### src/rtl/alarm_pkg.sv
package alarm_pkg;
  localparam int NF = 7;
  localparam int DW = 16;
  localparam int AW = 6;

  localparam logic [AW-1:0] ADDR_STA  = 6'h02;
  localparam logic [AW-1:0] ADDR_EN   = 6'h04;
  localparam logic [AW-1:0] ADDR_MASK = 6'h08;
  localparam logic [AW-1:0] ADDR_AL0  = 6'h18;

  localparam int BIT_AL = 0;
  localparam int BIT_OS = 2;
  localparam int BIT_LP = 3;

  typedef logic [NF-1:0][DW-1:0] field_arr_t;

  function automatic int field_width(input int idx);
    case (idx)
      0, 1:    return 6;
      2, 3:    return 5;
      4:       return 3;
      5:       return 4;
      default: return 7;
    endcase
  endfunction

  function automatic logic [AW-1:0] field_addr(input int idx);
    return ADDR_AL0 + AW'(2 * idx);
  endfunction
endpackage

### src/rtl/alarm_regs.sv
module alarm_regs
  import alarm_pkg::*;
#(
  parameter int N_FIELD = NF,
  parameter int D_W     = DW,
  parameter int A_W     = AW
) (
  input  logic                           clk_i,
  input  logic                           rst_ni,
  input  logic                           wr_en_i,
  input  logic [A_W-1:0]                 addr_i,
  input  logic [D_W-1:0]                 wdata_i,
  input  logic                           commit_i,
  output logic [N_FIELD-1:0][D_W-1:0]    shadow_o,
  output logic [N_FIELD-1:0][D_W-1:0]    active_o
);
  for (genvar g = 0; g < N_FIELD; g++) begin : g_field
    logic hit;
    assign hit = wr_en_i && (addr_i == field_addr(g));

    always_ff @(posedge clk_i or negedge rst_ni) begin
      if (!rst_ni) begin
        shadow_o[g] <= '0;
        active_o[g] <= '0;
      end else begin
        if (hit)      shadow_o[g] <= wdata_i;
        if (commit_i) active_o[g] <= shadow_o[g];
      end
    end
  end
endmodule

### src/rtl/alarm_match.sv
module alarm_match
  import alarm_pkg::*;
#(
  parameter int N_FIELD = NF,
  parameter int D_W     = DW
) (
  input  logic [N_FIELD-1:0][D_W-1:0] active_i,
  input  logic [N_FIELD-1:0][D_W-1:0] cal_i,
  input  logic [N_FIELD-1:0]          mask_i,
  output logic                        match_o
);
  logic [N_FIELD-1:0] eq;

  for (genvar g = 0; g < N_FIELD; g++) begin : g_cmp
    localparam int FW = field_width(g);
    assign eq[g] = mask_i[g] || (active_i[g][FW-1:0] == cal_i[g][FW-1:0]);
  end

  assign match_o = &eq;
endmodule

### src/rtl/alarm_irq_ctrl.sv
module alarm_irq_ctrl
  import alarm_pkg::*;
#(
  parameter int N_FIELD = NF,
  parameter int D_W     = DW,
  parameter int A_W     = AW
) (
  input  logic               clk_i,
  input  logic               rst_ni,
  input  logic               wr_en_i,
  input  logic               rd_en_i,
  input  logic [A_W-1:0]     addr_i,
  input  logic [D_W-1:0]     wdata_i,
  input  logic               tick_i,
  input  logic               match_i,
  input  logic               lp_event_i,
  output logic [N_FIELD-1:0] mask_o,
  output logic               en_al_o,
  output logic               en_os_o,
  output logic               en_lp_o,
  output logic               st_al_o,
  output logic               st_lp_o,
  output logic               irq_o
);
  logic wr_en, wr_mask, rd_sta, fire;

  assign wr_en   = wr_en_i && (addr_i == ADDR_EN);
  assign wr_mask = wr_en_i && (addr_i == ADDR_MASK);
  assign rd_sta  = rd_en_i && (addr_i == ADDR_STA);
  assign fire    = tick_i && match_i && en_al_o;

  always_ff @(posedge clk_i or negedge rst_ni) begin
    if (!rst_ni) begin
      en_al_o <= 1'b0;
      en_os_o <= 1'b0;
      en_lp_o <= 1'b0;
      mask_o  <= '0;
    end else begin
      if (wr_en) begin
        en_al_o <= wdata_i[BIT_AL];
        en_os_o <= wdata_i[BIT_OS];
        en_lp_o <= wdata_i[BIT_LP];
      end else if (fire && en_os_o) begin
        en_al_o <= 1'b0;
      end
      if (wr_mask) mask_o <= wdata_i[N_FIELD-1:0];
    end
  end

  // set beats read-clear
  always_ff @(posedge clk_i or negedge rst_ni) begin
    if (!rst_ni) begin
      st_al_o <= 1'b0;
      st_lp_o <= 1'b0;
    end else begin
      if (fire)        st_al_o <= 1'b1;
      else if (rd_sta) st_al_o <= 1'b0;
      if (lp_event_i)  st_lp_o <= 1'b1;
      else if (rd_sta) st_lp_o <= 1'b0;
    end
  end

  assign irq_o = st_al_o || (st_lp_o && en_lp_o);
endmodule

### src/rtl/alarm_unit.sv
module alarm_unit
  import alarm_pkg::*;
#(
  parameter int N_FIELD = NF,
  parameter int D_W     = DW,
  parameter int A_W     = AW
) (
  input  logic           clk_i,
  input  logic           rst_ni,
  input  logic           tick_i,
  input  logic [5:0]     sec_i,
  input  logic [5:0]     min_i,
  input  logic [4:0]     hour_i,
  input  logic [4:0]     dom_i,
  input  logic [2:0]     dow_i,
  input  logic [3:0]     mon_i,
  input  logic [6:0]     year_i,
  input  logic           lp_event_i,
  input  logic           commit_i,
  input  logic           wr_en_i,
  input  logic           rd_en_i,
  input  logic [A_W-1:0] addr_i,
  input  logic [D_W-1:0] wdata_i,
  output logic [D_W-1:0] rdata_o
  ,
  output logic           irq_o
);
  logic [N_FIELD-1:0][D_W-1:0] shadow_w, active_w, cal_w;
  logic [N_FIELD-1:0]          mask_w;
  logic match_w, en_al_w, en_os_w, en_lp_w, st_al_w, st_lp_w;
  logic [D_W-1:0] rd_next;

  always_comb begin
    cal_w    = '0;
    cal_w[0] = D_W'(sec_i);
    cal_w[1] = D_W'(min_i);
    cal_w[2] = D_W'(hour_i);
    cal_w[3] = D_W'(dom_i);
    cal_w[4] = D_W'(dow_i);
    cal_w[5] = D_W'(mon_i);
    cal_w[6] = D_W'(year_i);
  end

  alarm_regs #(.N_FIELD(N_FIELD), .D_W(D_W), .A_W(A_W)) u_regs (
    .clk_i    (clk_i),
    .rst_ni   (rst_ni),
    .wr_en_i  (wr_en_i),
    .addr_i   (addr_i),
    .wdata_i  (wdata_i),
    .commit_i (commit_i),
    .shadow_o (shadow_w),
    .active_o (active_w)
  );

  alarm_match #(.N_FIELD(N_FIELD), .D_W(D_W)) u_match (
    .active_i (active_w),
    .cal_i    (cal_w),
    .mask_i   (mask_w),
    .match_o  (match_w)
  );

  alarm_irq_ctrl #(.N_FIELD(N_FIELD), .D_W(D_W), .A_W(A_W)) u_ctrl (
    .clk_i      (clk_i),
    .rst_ni     (rst_ni),
    .wr_en_i    (wr_en_i),
    .rd_en_i    (rd_en_i),
    .addr_i     (addr_i),
    .wdata_i    (wdata_i),
    .tick_i     (tick_i),
    .match_i    (match_w),
    .lp_event_i (lp_event_i),
    .mask_o     (mask_w),
    .en_al_o    (en_al_w),
    .en_os_o    (en_os_w),
    .en_lp_o    (en_lp_w),
    .st_al_o    (st_al_w),
    .st_lp_o    (st_lp_w),
    .irq_o      (irq_o)
  );

  always_comb begin
    rd_next = '0;
    if (addr_i == ADDR_STA) begin
      rd_next[BIT_AL] = st_al_w;
      rd_next[BIT_LP] = st_lp_w;
    end else if (addr_i == ADDR_EN) begin
      rd_next[BIT_AL] = en_al_w;
      rd_next[BIT_OS] = en_os_w;
      rd_next[BIT_LP] = en_lp_w;
    end else if (addr_i == ADDR_MASK) begin
      rd_next[N_FIELD-1:0] = mask_w;
    end else begin
      for (int i = 0; i < N_FIELD; i++)
        if (addr_i == field_addr(i)) rd_next = shadow_w[i];
    end
  end

  always_ff @(posedge clk_i or negedge rst_ni) begin
    if (!rst_ni)      rdata_o <= '0;
    else if (rd_en_i) rdata_o <= rd_next;
  end
endmodule

### config.mk
export PLATFORM = sky130hd
export DESIGN_NAME = alarm_unit
export DESIGN_NICKNAME = d
export VERILOG_FILES = /design/src/rtl/alarm_pkg.sv /design/src/rtl/alarm_regs.sv /design/src/rtl/alarm_match.sv /design/src/rtl/alarm_irq_ctrl.sv /design/src/rtl/alarm_unit.sv
export SDC_FILE = /design/constraint.sdc
export NUM_CORES = 1
export LEC_CHECK = 0
export BUFFER_PORTS_ARGS = -buffer_cell sky130_fd_sc_hd__buf_2
export CAP_MARGIN = 20
export CELL_PAD_IN_SITES_DETAIL_PLACEMENT = 0
export CELL_PAD_IN_SITES_GLOBAL_PLACEMENT = 1
export CORE_UTILIZATION = 52
export CTS_CLUSTER_DIAMETER = 200
export CTS_CLUSTER_SIZE = 25
export DETAILED_ROUTE_END_ITERATION = 6
export PLACE_DENSITY = 0.83
export REMOVE_ABC_BUFFERS = 1
export SETUP_SLACK_MARGIN = 0.4
export SLEW_MARGIN = 5
export SYNTH_ARGS = -nofsm -noshare
export SYNTH_HDL_FRONTEND = slang
export SYNTH_SLANG_ARGS = --single-unit
export TNS_END_PERCENT = 10
### constraint.sdc
create_clock -name clk_i -period 4.35 [get_ports clk_i]
set_clock_uncertainty 0.2 [all_clocks]
set_input_delay 1.305 -clock clk_i [delete_from_list [all_inputs] [get_ports clk_i]]
set_output_delay 1.305 -clock clk_i [all_outputs]
set_load 0.05 [all_outputs]
==> summary.txt, run 1 <==
Routing
  • Pre-Repair DR Iteration Count: 5
  • Vias post-DR: 5,241
  • Drt drc: 0
  • DRT Wirelength: 18.7 mm
  • Drt wl/cell: 21.4 um
  • Detail Route Antenna Nets: 0
  • Vias per inst: 5.98
  • DRT iter0 DRCs: 337

Synth
  • Largest cells by area after synthesis: dfrtp_1 55%, mux2_2 22%, mux2i_1 3.0%, xor2_1 2.4%, xnor2_1 1.5%
  • Post-synthesis sequential area ratio: 55.2%
  • Yosys warns: 0
  • Post-synth top area share: 55.2%
  • Syn_area_per_cell: 13.3 sq um
  • EDFF count, synth: 0
  • Syn Std Cell Area: 0.00798 sq mm
  • Netlist cell types: 45
  • Async set or reset register ratio after synthesis: 100%
  • Synthesis-stage register bit count: 176
  • Synthesized instance count: 598
  • Largest area contributor in the netlist: dfrtp_1
  • Top_reg_cell synth: dfrtp_1

Cells and area
  • Ant diodes: 0
  • Finished Core Util: 62.0%
  • Storage element area: 0.00440 sq mm
  • Area of the multi-input gates: 0.00340 sq mm
  • Layout area overhead: 14.7%
  • Commonest non-fill, non-tap cell in the layout: dfrtp_1
  • Layout cells sized above 1: 42.1%
  • Commonest non-fill, non-tap cells in the layout: 176 x dfrtp_1, 157 x mux2_2, 80 x buf_2
  • Layout fillers: 1,153
  • Nets: 745

STA
  • Max transition margin: 33.1%
  • Slew @ Worst Pin: 1000 ps
  • Fin worst setup slack: 995 ps
  • Slew Limit Fails: 0
  • Final setup vio count: 0
  • Unrepaired setup endpoints after global routing: false
  • Tmin final: 3360 ps
  • TNS Setup: 0 ps
  • Period utilisation layout: 77.1%
  • Max Freq: 298 MHz
  • Hold Vio Cnt, Final: 0

Clock network
  • Clk Latency, worst-skew pair: 430 ps
  • Post-CTS setup buffer count: 0
  • TritonCTS Sinks: 176
  • Clk slew on worst S/H paths: 70 ps
  • CTS Buf Count: 17
  • Clock Tree Buf Depth: 2
  • Root buf cell: clkbuf_16
  • CTS resizes: 0
  • Hold_buf cts: 0
  • CTS tree: built
  • H-tree depth: 4

Worst setup path
  • Crit path DAT: 3460 ps
  • Flop2flop setup slack: 1900 ps
  • Worst-path maximum fanout: 16
  • CP startpoint kind: primary input
  • CP Capture Type: flip-flop
  • Stages on worst setup path: 6
  • Critical path buffers and inverters: 2
  • RR Endpoint: u_ctrl.en_al_o
  • Reg2Reg Depth: 6
  • Critical setup path kind: primary input to flip-flop
  • Max incr delay on CP: 590 ps
  • R2r startpoint: u_regs.active_o[83]
  • Crit path launch: addr_i[1]
  • End of the critical path: u_regs.shadow_o[109]
  • CP Data Required Time: 4460 ps
  • Cell class contributing the biggest share of worst-path delay: simple AND/OR/NAND/NOR gates
  • Slowest cell on crit path: or4b_1
  • Cells along the critical path: buf_2 -> or4b_1 -> nor3b_2 -> buf_4 -> nand2_1 -> mux2_2

Global routing
  • Vias in the first global route: 5,508
  • Total GRT Usage: 25.6%
  • Total grt overflow: 0
  • Initial antenna violation count: 0
  • Pin count of the biggest net entering global routing: 74
  • First-pass GRT wire length: 30.4 mm

Place
  • Dpl hpwl: 12.7 mm
  • Post-place setup slack: 588 ps
  • Gpl congestion: 0.927
  • Port buffer count: 81

Floorplanning
  • Die Wd: 126 um
  • I/O pin count: 82
  • Rows: 44
  • Die Ht: 126 um
  • Initial core utilization: 54.1%
  • Die area: 0.0158 sq mm
  • Placeable core area: 0.0148 sq mm

Pwr
  • Comb pwr share: 12.3%
  • Sw frac: 25.7%
  • Power Internal: 0.00292 W
  • NetSw: 0.00101 W
  • Worst vdd ir: 0.294 mV
  • Clock Power Share: 37.3%
  • Power Density: 430 mW/mm^2
  • Share of power burned in registers: 50.4%
  • Pleak: 4.44 nW

Worst hold path
  • Hold crit path type: flip-flop to flip-flop

Run
  • Max cap viols: 0

Outcome
  • Run status: complete, no violations
-- registers in the layout (all words and copies together), names as in the netlist --
| register | cells |
|---|---|
| rdata_o | 16 |
| u_ctrl.en_al_o | 1 |
| u_ctrl.en_lp_o | 1 |
| u_ctrl.en_os_o | 1 |
| u_ctrl.mask_o | 7 |
| u_ctrl.st_al_o | 1 |
| u_ctrl.st_lp_o | 1 |
| u_regs.active_o | 36 |
| u_regs.shadow_o | 112 |
-- layer usage --
layer  track usage, %  share of wire [%]
met5                0                  0
met4             8.86                2.3
met3             5.56                4.2
met2             40.8                 48
met1             34.9                 46
-- worst min path at each step --
stage                              startpoint                   to  slack, ps  cells past startpoint
after detailed placement       u_ctrl.en_os_o       u_ctrl.en_al_o        270                      1
after CTS                      u_ctrl.en_os_o       u_ctrl.en_al_o        290                      1
final                          u_ctrl.en_os_o       u_ctrl.en_al_o        290                      1
after global placement         u_ctrl.en_os_o       u_ctrl.en_al_o        270                      1
after floorplan                u_ctrl.en_os_o       u_ctrl.en_al_o        250                      1
after global routing      u_regs.shadow_o[85]  u_regs.shadow_o[85]        310                      1
-- metrics by stage --
stage | total power [W] | hold WS [ps] | area [sq um] | cells
final | 0.00393 | 295 | 9150 | 876
after detailed placement | 0.00250 | 273 | 8590 | 845
after global placement | 0.00247 | 273 | 8590 | 845
after floorplan | 0.00228 | 247 | 7830 | 566
after global routing | 0.00410 | 307 | 9150 | 876
after CTS | 0.00396 | 293 | 9150 | 876
-- worst register-to-register path: cells and delay by family (launching register included) --
kind	cells	cell delay [ps]
AND/OR/NAND/NOR	3	1250
flip-flops	1	390
AO/OA/AOI/OAI	2	330
XOR/XNOR	1	150
-- cell usage after synthesis, drive strengths merged, types with 3 or more instances --
master    n
mux2i    24
a221oi    4
nor3     11
dfrtp   176
buf      17
nor4      5
nand2b    5
a21oi    22
a31oi    10
nand3     3
xnor2    14
nor2     14
o22ai     3
xor2     22
and3      3
a21o      3
o21ai    14
a22o      9
nand2    23
inv       6
o32ai     4
a221o    10
mux2    157
clkbuf   15
o211ai    4
-- power groups by stage --
stage | Clock (W) | Sequential (W) | Combinational (W)
final | 0.00147 | 0.00198 | 0.000485
after floorplan | 0 | 0.00198 | 0.000302
after CTS | 0.00149 | 0.00198 | 0.000492
after global placement | 0 | 0.00200 | 0.000471
after detailed placement | 0 | 0.00201 | 0.000488
after global routing | 0.00156 | 0.00201 | 0.000532
-- logic make-up after synthesis --
| family | after synthesis | share of synthesized area [%] |
|---|---|---|
| muxes | 183 | 25.7 |
| DFF | 176 | 55.2 |
| AOI/OAI and AO/OA | 88 | 7.61 |
| and+or+nand+nor | 77 | 5.30 |
| buffers and inverters | 38 | 2.21 |
| xor gates and xnor gates | 36 | 3.95 |
-- cell type report --
class,count,share of cell area [%]
Sequential cell,176,48.1
Multi-Input combinational cell,384,37.2
Timing Repair Buffer,95,5.78
Clock buffer,20,4.99
Tap cell,184,2.52
Clock inverter,11,1.18
Inverter,6,0.246
Power figures use the tool's default switching activity.
==> run 2, diff against run 1 <==
--- a/config.mk
+++ b/config.mk
@@ -5,15 +5,16 @@
 export SDC_FILE = /design/constraint.sdc
 export NUM_CORES = 1
 export LEC_CHECK = 0
+export ABC_AREA = 1
 export BUFFER_PORTS_ARGS = -buffer_cell sky130_fd_sc_hd__buf_2
 export CAP_MARGIN = 20
 export CELL_PAD_IN_SITES_DETAIL_PLACEMENT = 0
 export CELL_PAD_IN_SITES_GLOBAL_PLACEMENT = 1
-export CORE_UTILIZATION = 52
+export CORE_UTILIZATION = 40
 export CTS_CLUSTER_DIAMETER = 200
 export CTS_CLUSTER_SIZE = 25
 export DETAILED_ROUTE_END_ITERATION = 6
-export PLACE_DENSITY = 0.83
+export PLACE_DENSITY = 0.73
 export REMOVE_ABC_BUFFERS = 1
 export SETUP_SLACK_MARGIN = 0.4
 export SLEW_MARGIN = 5
==> constraint.sdc (replaced) <==
create_clock -name clk_i -period 2.8 [get_ports clk_i]
set_clock_uncertainty 0.2 [all_clocks]
set_input_delay 0.84 -clock clk_i [delete_from_list [all_inputs] [get_ports clk_i]]
set_output_delay 0.84 -clock clk_i [all_outputs]
set_load 0.05 [all_outputs]
==> run 2 against run 1 <==
- register-to-register slack worse by 900 ps
- flip-flop and latch count stayed put
- core utilization is 13 points lower
- clock power is 80% higher
- highest routed layer is now met5
- combinational power is 45% higher
- synthesized area is 0.45% lower
- via count is 20% higher
- sequential power is 55% higher
- synthesized cell count is 51% higher
- non-clock buffer count is 23 higher
- critical path depth is 3 lower
- final cell count is 46% higher
==> summary.txt, run 2 <==
Synth
  • EDFF count, synth: 0
  • Syn Std Cell Area: 0.00794 sq mm
  • Syn_area_per_cell: 8.82 sq um
  • Post-synth top area share: 55.5%
  • Synthesis-stage register bit count: 176
  • Post-synthesis sequential area ratio: 55.5%
  • Async set or reset register ratio after synthesis: 100%
  • Largest cells by area after synthesis: dfrtp_1 55%, nand2_1 13%, o21ai_0 7.8%, mux2_2 3.7%, inv_1 2.4%
  • Largest area contributor in the netlist: dfrtp_1
  • Most numerous cell in the Yosys netlist: nand2_1
  • Top_reg_cell synth: dfrtp_1
  • Yosys warns: 0
  • Most frequent cells after synthesis: 283 x nand2_1, 176 x dfrtp_1, 124 x o21ai_0, 51 x inv_1, 50 x nor2_1
  • Netlist cell types: 32
  • Synthesized instance count: 901

Worst setup path
  • Max incr delay on CP: 350 ps
  • Crit path DAT: 1250 ps
  • Crit path launch: u_ctrl.en_lp_o
  • Worst-path maximum fanout: 2
  • CP Data Required Time: 1760 ps
  • Reg2Reg Depth: 9
  • Slowest cell on crit path: dfrtp_1
  • Flop2flop setup slack: 1000 ps
  • CP Capture Type: output pin
  • R2r startpoint: u_regs.active_o[19]
  • End of the critical path: irq_o
  • Cells along the critical path: inv_1 -> o21ai_0 -> clkbuf_4
  • RR Endpoint: u_ctrl.en_al_o
  • Critical path buffers and inverters: 2
  • Critical setup path kind: flip-flop to output pin
  • Stages on worst setup path: 3
  • Cell class contributing the biggest share of worst-path delay: flip-flops
  • CP startpoint kind: flip-flop

Clock network
  • CTS tree: built
  • Clock Tree Buf Depth: 2
  • Post-CTS setup buffer count: 0
  • Hold_buf cts: 0
  • TritonCTS Sinks: 176
  • Clk slew on worst S/H paths: 70 ps
  • Root buf cell: clkbuf_16
  • CTS resizes: 0
  • Clk Latency, worst-skew pair: 440 ps
  • CTS Buf Count: 17
  • H-tree depth: 4

Global routing
  • Total GRT Usage: 22.1%
  • Total grt overflow: 0
  • Vias in the first global route: 5,935
  • Pin count of the biggest net entering global routing: 53
  • Initial antenna violation count: 1
  • First-pass GRT wire length: 33.3 mm

Cells and area
  • Number of flip-flops in the largest register: 112
  • Cell area after layout: 0.00949 sq mm
  • Layout fillers: 1,915
  • Ant diodes: 0
  • Nets: 1,065
  • Layout cells sized above 1: 19.3%
  • Top reg by flops: u_regs.shadow_o
  • Commonest non-fill, non-tap cells in the layout: 283 x nand2_1, 176 x dfrtp_1, 124 x o21ai_0
  • Area of the multi-input gates: 0.00315 sq mm
  • Top Registers: u_regs.shadow_o (112), u_regs.active_o (36), rdata_o (16)
  • Layout area overhead: 19.5%
  • Commonest non-fill, non-tap cell in the layout: nand2_1
  • Storage element area: 0.00440 sq mm

Floorplanning
  • Placeable core area: 0.0195 sq mm
  • Rows: 51
  • Die Ht: 143 um
  • I/O pin count: 82
  • Die area: 0.0204 sq mm
  • Initial core utilization: 40.8%
  • Die Wd: 143 um

Place
  • Gpl congestion: 0.791
  • Dpl hpwl: 14.9 mm
  • Placed Instance Area: 0.00883 sq mm
  • Port buffer count: 81

Routing
  • Detail Route Antenna Nets: 0
  • DRT Wirelength: 20.7 mm
  • Vias per inst: 4.91
  • Vias post-DR: 6,277
  • Drt wl/cell: 16.2 um
  • Pre-Repair DR Iteration Count: 5
  • DRT iter0 DRCs: 444
  • Drt drc: 0

STA
  • Final setup vio count: 0
  • Unrepaired setup endpoints after global routing: false
  • Max transition margin: 60.3%
  • Hold Vio Cnt, Final: 0
  • Max Freq: 436 MHz
  • Period utilisation layout: 81.9%
  • Tmin final: 2290 ps
  • Slew @ Worst Pin: 595 ps
  • TNS Setup: 0 ps
  • Slew Limit Fails: 0

Worst hold path
  • Hold crit path type: primary input to asynchronous set/reset pin

Run
  • Max cap viols: 0

Pwr
  • Power Density: 675 mW/mm^2
  • Pleak: 4.69 nW
  • Worst vdd ir: 0.452 mV

Outcome
  • Run status: complete, no violations
run 2: changes by cell type in the layout (fill, tap and decap cells not counted), moves of 17 or more:
| cell | delta |
|---|---|
| nand2_1 | +261 |
| nand3_1 | +17 |
| buf_4 | +20 |
| nor2_1 | +36 |
| mux2i_1 | -24 |
| o21ai_0 | +110 |
| nand4_1 | +18 |
| inv_1 | +45 |
| mux2_2 | -131 |
run 2: power by group:
part / switching, W / internal (W)
Sequential: 0.000204 / 0.00285
Clock: 0.00109 / 0.00156
Combinational: 0.000406 / 0.000295
run 2: final cells by class:
| class | instances | area share (%) |
|---|---|---|
| clock inverters | 14 | 2.29 |
| clock buffers | 18 | 4.63 |
| inverters | 54 | 2.14 |
| flip-flops and latches | 176 | 46.4 |
| multi-input cells | 633 | 33.2 |
| repair buffers | 118 | 7.82 |
| well taps | 265 | 3.49 |
run 2: how the worst min path moves through the flow:
| stage | start | end | slack, ps |
|---|---|---|---|
| finish | rst_ni | u_regs.active_o[32] | 160 |
| global route | rst_ni | u_regs.active_o[32] | 180 |
| CTS | rst_ni | u_regs.active_o[32] | 170 |
| detailed placement | rdata_o[8] | rdata_o[8] | 260 |
| global placement | u_regs.shadow_o[45] | u_regs.shadow_o[45] | 260 |
| floorplan | u_regs.shadow_o[75] | u_regs.shadow_o[75] | 250 |
run 2: through the flow:
stage	hold WS [ps]	instances	utilization (%)	setup WS (ps)	total power (W)
6_report	156	1278	48.8	508	0.00641
5_1_grt	180	1278	48.8	415	0.00671
4_1_cts	173	1278	48.7	468	0.00647
3_5_place_dp	261	1246	45.4	197	0.00381
3_3_place_gp	261	1246	45.4	193	0.00379
2_1_floorplan	246	863	-	24.9	0.00349
run 2: routing by layer:
metal	wire [um]	global-route usage [%]	vias up	share of wire (%)
li1	-	-	3137	-
met1	9900	30.4	2982	48
met2	9740	35.4	129	47
met3	728	4.29	27	3.5
met4	339	6.56	2	1.6
met5	13	0	-	0.063
run 2: cell families (layout without fill, tap and decap cells):
kind of cell / after synthesis / after routing / synth area share [%]
compound gates: 173 / 173 / 11.1
xor+xnor: 33 / 33 / 3.64
mux: 26 / 26 / 3.69
buf+inv: 92 / 204 / 4.85
flops: 176 / 176 / 55.5
simple gates: 401 / 401 / 21.2
run 2: worst reg2reg max path, cell delays in order (launching register included):
cell and delay (ps):
dfrtp_1 410, or2_2 280, a21oi_1 160, nand3_1 160
nand2_1 100, nand2_1 60, nor2_1 150, nand3_1 90
nand2_1 60, inv_1 30
